File: src/rtl/fpcmp_pkg.sv
package fpcmp_pkg;

  // Per-operand classification bits
  typedef struct packed {
    logic nan;   // exponent all ones, fraction nonzero
    logic snan;  // NaN with top fraction bit clear
    logic zmag;  // magnitude is zero
  } opclass_t;

  localparam logic [3:0] FLAGS_UNORD = 4'b0011;
  localparam logic [3:0] FLAGS_EQ    = 4'b0110;
  localparam logic [3:0] FLAGS_LT    = 4'b1000;
  localparam logic [3:0] FLAGS_GT    = 4'b0010;

  // Map relation outcome to {N,Z,C,V}; unordered dominates
  function automatic logic [3:0] encode_flags(input logic unord,
                                              input logic eq,
                                              input logic lt);
    if (unord)   return FLAGS_UNORD;
    else if (eq) return FLAGS_EQ;
    else if (lt) return FLAGS_LT;
    else         return FLAGS_GT;
  endfunction

endpackage

File: src/rtl/fpcmp_classify.sv
module fpcmp_classify #(
  parameter int EXP_W  = 8,
  parameter int FRAC_W = 23
) (
  input  logic [EXP_W+FRAC_W:0] op_i,
  output fpcmp_pkg::opclass_t   cls_o
);
  logic [EXP_W-1:0]  exp_f;
  logic [FRAC_W-1:0] frac_f;

  assign exp_f  = op_i[EXP_W+FRAC_W-1:FRAC_W];
  assign frac_f = op_i[FRAC_W-1:0];

  always_comb begin
    cls_o.nan  = (&exp_f) && (|frac_f);
    cls_o.snan = cls_o.nan && !frac_f[FRAC_W-1];
    cls_o.zmag = (exp_f == '0) && (frac_f == '0);
  end
endmodule

File: src/rtl/fpcmp_order.sv
module fpcmp_order #(
  parameter int WORD_W = 32
) (
  input  logic [WORD_W-1:0] a_i,
  input  logic [WORD_W-1:0] b_i,
  input  logic              both_zero_i,
  output logic              eq_o,
  output logic              lt_o
);
  localparam int SGN = WORD_W - 1;

  logic same_bits;
  logic a_below_b;

  assign same_bits = (a_i == b_i);
  assign a_below_b = (a_i < b_i);

  always_comb begin
    eq_o = same_bits || both_zero_i;
    if (eq_o)
      lt_o = 1'b0;
    else if (a_i[SGN] != b_i[SGN])
      lt_o = a_i[SGN];            // negative side is smaller
    else
      lt_o = a_i[SGN] ^ a_below_b; // magnitude order flips for negatives
  end
endmodule

File: src/rtl/fp32_flag_compare.sv
module fp32_flag_compare #(
  parameter int EXP_W  = 8,
  parameter int FRAC_W = 23
) (
  input  logic                   clk,
  input  logic                   rst_n,
  input  logic                   valid_i,
  input  logic                   signal_mode_i,
  input  logic                   zero_mode_i,
  input  logic [EXP_W+FRAC_W:0]  op_d_i,
  input  logic [EXP_W+FRAC_W:0]  op_m_i,
  output logic                   valid_o,
  output logic [3:0]             nzcv_o,
  output logic                   invalid_o
);
  localparam int WORD_W = 1 + EXP_W + FRAC_W;
  localparam int N_OPS  = 2;

  logic [WORD_W-1:0]   opnd [N_OPS];
  fpcmp_pkg::opclass_t cls  [N_OPS];

  assign opnd[0] = op_d_i;
  assign opnd[1] = zero_mode_i ? '0 : op_m_i;

  for (genvar g = 0; g < N_OPS; g++) begin : g_cls
    fpcmp_classify #(.EXP_W(EXP_W), .FRAC_W(FRAC_W)) u_cls (
      .op_i  (opnd[g]),
      .cls_o (cls[g])
    );
  end

  // Named internal events for the checker
  logic       unord_w;
  logic       inv_w;
  logic       eq_w;
  logic       lt_w;
  logic [3:0] flags_nxt;

  assign unord_w = cls[0].nan | cls[1].nan;
  assign inv_w   = (cls[0].nan && (signal_mode_i || cls[0].snan)) ||
                   (cls[1].nan && (signal_mode_i || cls[1].snan));

  fpcmp_order #(.WORD_W(WORD_W)) u_ord (
    .a_i         (opnd[0]),
    .b_i         (opnd[1]),
    .both_zero_i (cls[0].zmag & cls[1].zmag),
    .eq_o        (eq_w),
    .lt_o        (lt_w)
  );

  assign flags_nxt = fpcmp_pkg::encode_flags(unord_w, eq_w, lt_w);

  always_ff @(posedge clk or negedge rst_n) begin
    if (!rst_n) begin
      valid_o   <= 1'b0;
      nzcv_o    <= '0;
      invalid_o <= 1'b0;
    end else begin
      valid_o <= valid_i;
      if (valid_i) begin
        nzcv_o    <= flags_nxt;
        invalid_o <= inv_w;
      end
    end
  end
endmodule

File: config.mk
export PLATFORM = sky130hd
export DESIGN_NAME = fp32_flag_compare
export DESIGN_NICKNAME = d
export VERILOG_FILES = /design/src/rtl/fpcmp_pkg.sv /design/src/rtl/fpcmp_classify.sv /design/src/rtl/fpcmp_order.sv /design/src/rtl/fp32_flag_compare.sv
export SDC_FILE = /design/constraint.sdc
export NUM_CORES = 1
export LEC_CHECK = 0
export ABC_AREA = 0
export BUFFER_PORTS_ARGS = -buffer_cell sky130_fd_sc_hd__buf_2
export CELL_PAD_IN_SITES_DETAIL_PLACEMENT = 0
export CELL_PAD_IN_SITES_GLOBAL_PLACEMENT = 1
export CORE_ASPECT_RATIO = 1.25
export CORE_MARGIN = 2
export CORE_UTILIZATION = 31
export DETAILED_ROUTE_END_ITERATION = 16
export HOLD_SLACK_MARGIN = 0.15
export PLACE_DENSITY = 0.86
export REMOVE_ABC_BUFFERS = 1
export SLEW_MARGIN = 20
export SYNTH_ARGS = -nofsm -noshare
export SYNTH_HDL_FRONTEND = slang
export SYNTH_SLANG_ARGS = --single-unit
File: constraint.sdc
create_clock -name clk -period 0.8 [get_ports clk]
set_input_delay 0.16 -clock clk [delete_from_list [all_inputs] [get_ports clk]]
set_output_delay 0.16 -clock clk [all_outputs]
set_load 0.01 [all_outputs]
# Word-level counts from Yosys, hierarchy flattened
# Index checks and enable logic that the tools add are counted.
# Widths: inputs -> output; s select.
dict set report classes {
  reduce_logical 22
  mux 6
  n_eq_ne 2
  n_lt_le_gt_ge 1
  bitwise 3
}
# op count
set ops {}
lappend ops {{$logic_not 23->1} 2}
lappend ops {{$reduce_or 23->1} 2}
lappend ops {{$eq 32x32->1} 1}
lappend ops {{$lt 32x32->1} 1}
lappend ops {{$mux 32} 1}
lappend ops {{$logic_not 8->1} 2}
lappend ops {{$reduce_and 8->1} 2}
lappend ops {{$mux 4} 3}
lappend ops {{$logic_and 1x1->1} 8}
lappend ops {{$logic_or 1x1->1} 4}
lappend ops {{$logic_not 1->1} 2}
lappend ops {{$mux 1} 2}
lappend ops {{$and 1x1->1} 1}
lappend ops {{$ne 1x1->1} 1}
lappend ops {{$or 1x1->1} 1}
lappend ops {{$xor 1x1->1} 1}
dict set report totals {
  ff_bits 6
  wordCells 37
  input_bits 69
}

# Logic depth before layout (Yosys ltp)
dict set report logic_depth {
  word_depth 9
  ltp_mapped 10
  ltp_nobuf 8
}

# By module
# From an unflattened synthesis, not the netlist that was laid out.
dict set report hier_totals {
  hier_cells 202
  hier_area_um2 1512.7
}
# mod cells_each area_per_inst_um2 seq_area_each_um2 n_inst
set by_module_without_submodules {}
lappend by_module_without_submodules {fpcmp_order 116 827.0 0.0 1}
lappend by_module_without_submodules {fp32_flag_compare 56 470.5 150.1 1}
lappend by_module_without_submodules {fpcmp_classify 15 107.6 0.0 2}

# Worst setup path after synthesis
# OpenSTA, ideal clock, no wires.
dict set report synth_path {
  kind {input -> register}
  from {input zero_mode_i}
  to {register nzcv_o[1]}
  n_path_buf 2
  stages 9
  arrival_ps 2147
  t_required_ps 674
  setup_time_ps 126
  setup_slack_ps -1473
  cell_sequence {clkbuf_1 -> clkbuf_1 -> nand2b_1 -> ha_1 -> nand4_1 -> or4_1 -> a31o_1 -> and3b_1 -> o32a_1}
}
dict set report synth_via {
  elab_chain_cells 9
}
# element line
set synth_rtl {}
lappend synth_rtl {{start, declared} fp32_flag_compare.sv:9} ;# input logic zero_mode_i,
lappend synth_rtl {{$mux 32 *} fp32_flag_compare.sv:23} ;# assign opnd[1] = zero_mode_i ? '0 : op_m_i;
lappend synth_rtl {{parallel branches: the longest is 7 deep, another holds $lt 32x32->1} --}
lappend synth_rtl {{$mux 4 *} fpcmp_pkg.sv:19} ;# if (unord) return FLAGS_UNORD;
lappend synth_rtl {{end signal, assigned} fp32_flag_compare.sv:61} ;# nzcv_o <= flags_nxt;
lappend synth_rtl {{end, declared} fp32_flag_compare.sv:13} ;# output logic [3:0] nzcv_o,
# Mark *: on every way between the ends.
# A chain may end at the register's enable or synchronous reset.

# Worst setup path after layout
# Same ends and word-level chain as after synthesis.

==> results.md <==
* Status: finished with violations
* Failing checks: negative setup slack
* Register clock-pin slew on the reported worst setup and hold paths at 0.04 ns
* Clock Root Buffer: clkbuf_8
* Syn Area/Cell at between 7 and 8 um^2
* Full die area at slightly below 0.005 mm^2
* Peak supply drop at 406 uV
* CTS Buf Count at 3
* Multi-input gate area at 0.00171 mm^2
* Highest clock rate at 0.481 GHz
* Input/output buffers at 74
* Crit. End Element: flip-flop
* DP HPWL at 3.89 mm
* Main synth FF type: dfrtp_1
* Drt first pass iters at 6
* Setup TNS at -5.20 ns
* Clock Sinks at 6
* #FFs+latches synth at 6
* Final wirelength at between 6 and 7 mm
* Crit path DAT at 2.18 ns
* Slew Limit Fails at 0
* Synth-to-layout area growth at 125%
* Yosys Warn Count at 0
* Top post-synthesis cells by area: ha_1, nand2b_1, dfrtp_1, nor4_1, nand4_1
* Max FO, Critical Path at 7
* Final setup viols at 11
* Netlist cell types at 29
* Nets at 414
* Syn Inst Count at roughly 170
* Post-DP Area at 0.00210 mm^2
* Synth Area in Compound Gates at 17.8%
* Fin crit period at 2.08 ns
* Post-route DRC at 0
* Place WS at -1.65 ns
* Worst hold slack at 0.248 ns
* Post-Synth Adder-Cell Area at 30.2%
* Top-count cell post-synth: nand2b_1
* Largest net degree at the start of global routing at 15
* WS Path Type: in2reg
* Wire length of the first global-routing pass at a little under 9 mm
* Drt via density at approximately 5.4
* Ratio of cells with drive above 1 in the final layout at 66.9%
* Initial antenna violation count at 0
* Diodes inserted at 0
* H-Tree Depth at 1
* Routed length per instance at 17.2 um
* Num ports at 75
* Antenna Violating Nets Remaining at 0
* Later-pin clock latency in the skew report at 0.22 ns
* Least-Margin Pin Slew at 0.410 ns
* Sequential share of power at about 15%
* Vias in the first global route at slightly below 2,000
* CTS Buffer Depth at 2
* Multiplexer share of the synthesized area at 0%
* Register area share after synthesis at 11.3%
* Post-synth top area share at between 30% and 40%
* Hold Path Class: in2reg
* Synth area leader: ha_1
* Via Count at ~2,000
* Xor-xnor portion of the synthesized cell area at 0%
* Grt total ovfl at 0
* Die X at 62.5 um
* Power per Cell Area at 749 mW/mm^2
* 1st-iter DRT viols at 62
* Non-Filler Instances at 367
* RSZ-0062 raised after global routing: true
* Initial core utilization at 32.4%
* Die Span Y at 77.2 um
* Sw frac at around a third
* Sw Pwr at 0.784 mW
* Site Rows at 26
* Flip-flop and latch area at about 150 um^2
* CTS tree: built
* Clock power share at about a fifth
* Final core utilization at 72.8%
* Core area at 0.00410 mm^2
* Fin area at 0.00299 mm^2
* Routability congestion estimate at 0.868
* Largest family of logic cells by synthesized area: simple AND/OR/NAND/NOR gates
* Skew final at 0 ns
* Worst Path Required at 0.90 ns
* Comb pwr share at between 60 and 70%
* Commonest cells post-synth: nand2b_1, ha_1, nor4_1
* Post-Synth Simple-Gate Area at approximately two fifths
* Setup ws final at -1.28 ns
* Synthesized area at ~0.0013 mm^2
* Hold Fails Final Rpt at 0
* FILL cells at 279
* Tot Pwr at around 2.2 mW
* Relative slew slack at 72.4%
* Cell internal pwr at around 1.5 mW
* EDFF count, synth at 0
* Startpoint Class: input pin
* Leakage at 1.42 nW
* GRT Resource Usage Total at 22.3%
* Async SR Flop Fraction at 100%
* Placed insts at ~340
* Final Cycle Share at 260%
* Max cap viols at 0
[cells by family (layout without fill, tap and decap cells)]
family | Yosys count | in the layout
AOI/OAI and AO/OA | 37 | 37
and+or+nand+nor | 88 | 88
adders and majority gates | 32 | 32
buffers and inverters | 8 | 148
DFF | 6 | 6
[registers in the layout, summed over array words and instances, names as in the netlist]
signal,cells
invalid_o,1
nzcv_o,4
valid_o,1
[worst max-delay path, stage by stage]
cell      delay [ns]
buf_16          0.12
buf_4           0.13
buf_4           0.14
nand2b_4        0.15
ha_4            0.25
nor2b_4         0.13
o211a_1         0.25
o21ai_2         0.13
a31o_1          0.18
buf_4           0.13
a21oi_4         0.05
o32a_1          0.35
[layer usage]
layer	vias up	part of all wire (%)	GRT usage (%)
met5	-	0	0
met4	0	3.9	6.89
met3	22	4.2	2.49
met2	88	53	44.4
met1	926	39	24.1
li1	949	-	-
[worst paths after layout]
path,start,slack (ns),endpoint,cells past startpoint
worst min-delay path,valid_i,0.25,valid_o,2
worst max register to register,nzcv_o[0],0,nzcv_o[0],2
min in group asynchronous,rst_n,0.29,nzcv_o[0],2
max in group asynchronous,rst_n,0.36,valid_o,2
worst min register to register,nzcv_o[2],0.52,nzcv_o[2],2
worst max-delay path,zero_mode_i,-1.28,nzcv_o[1],12
[cells in the final DEF, fill, tap and decap left out, types with 3 or more instances in the layout]
cell,Yosys,routed
buf_16,0,3
a21oi_1,14,11
inv_1,5,5
ha_4,0,15
nor3_1,4,4
nand3_1,4,3
nor4_4,0,5
clkbuf_8,0,3
o21ai_2,0,3
nand2_1,11,10
nand4_1,13,13
buf_6,0,11
dfrtp_1,6,6
nand2b_1,33,10
nand2b_4,0,23
buf_2,0,68
ha_1,32,17
buf_4,0,55
nor4_1,15,4
o21ai_0,8,4
nor4_2,0,6
[final cells by class]
cell class | count | area share, %
timing repair buffer | 140 | 33.5
inverter | 5 | 0.629
sequential | 6 | 5.03
clock buffer | 3 | 1.38
tap | 56 | 2.35
multi-input combinational | 157 | 57.1
[what timing repair did]
item / CTS / global route
hold endpoints to repair: 6 / 0
setup buffers: 10 / 8
cloned: 2 / 0
hold buffers: 1 / 0
pin swaps: 21 / 19
endpoints found under the setup margin: 11 / 11
resized for setup: 61 / 42
[power groups by stage]
stage               combinational [mW]  sequential [mW]  clock, mW
finish                            1.45            0.340      0.450
global route                      1.55            0.344      0.472
CTS                               1.21            0.339      0.451
detailed placement               0.927            0.344          0
global placement                 0.907            0.343          0
floorplan                        0.377            0.355          0
(Power assumes the default switching activity.)
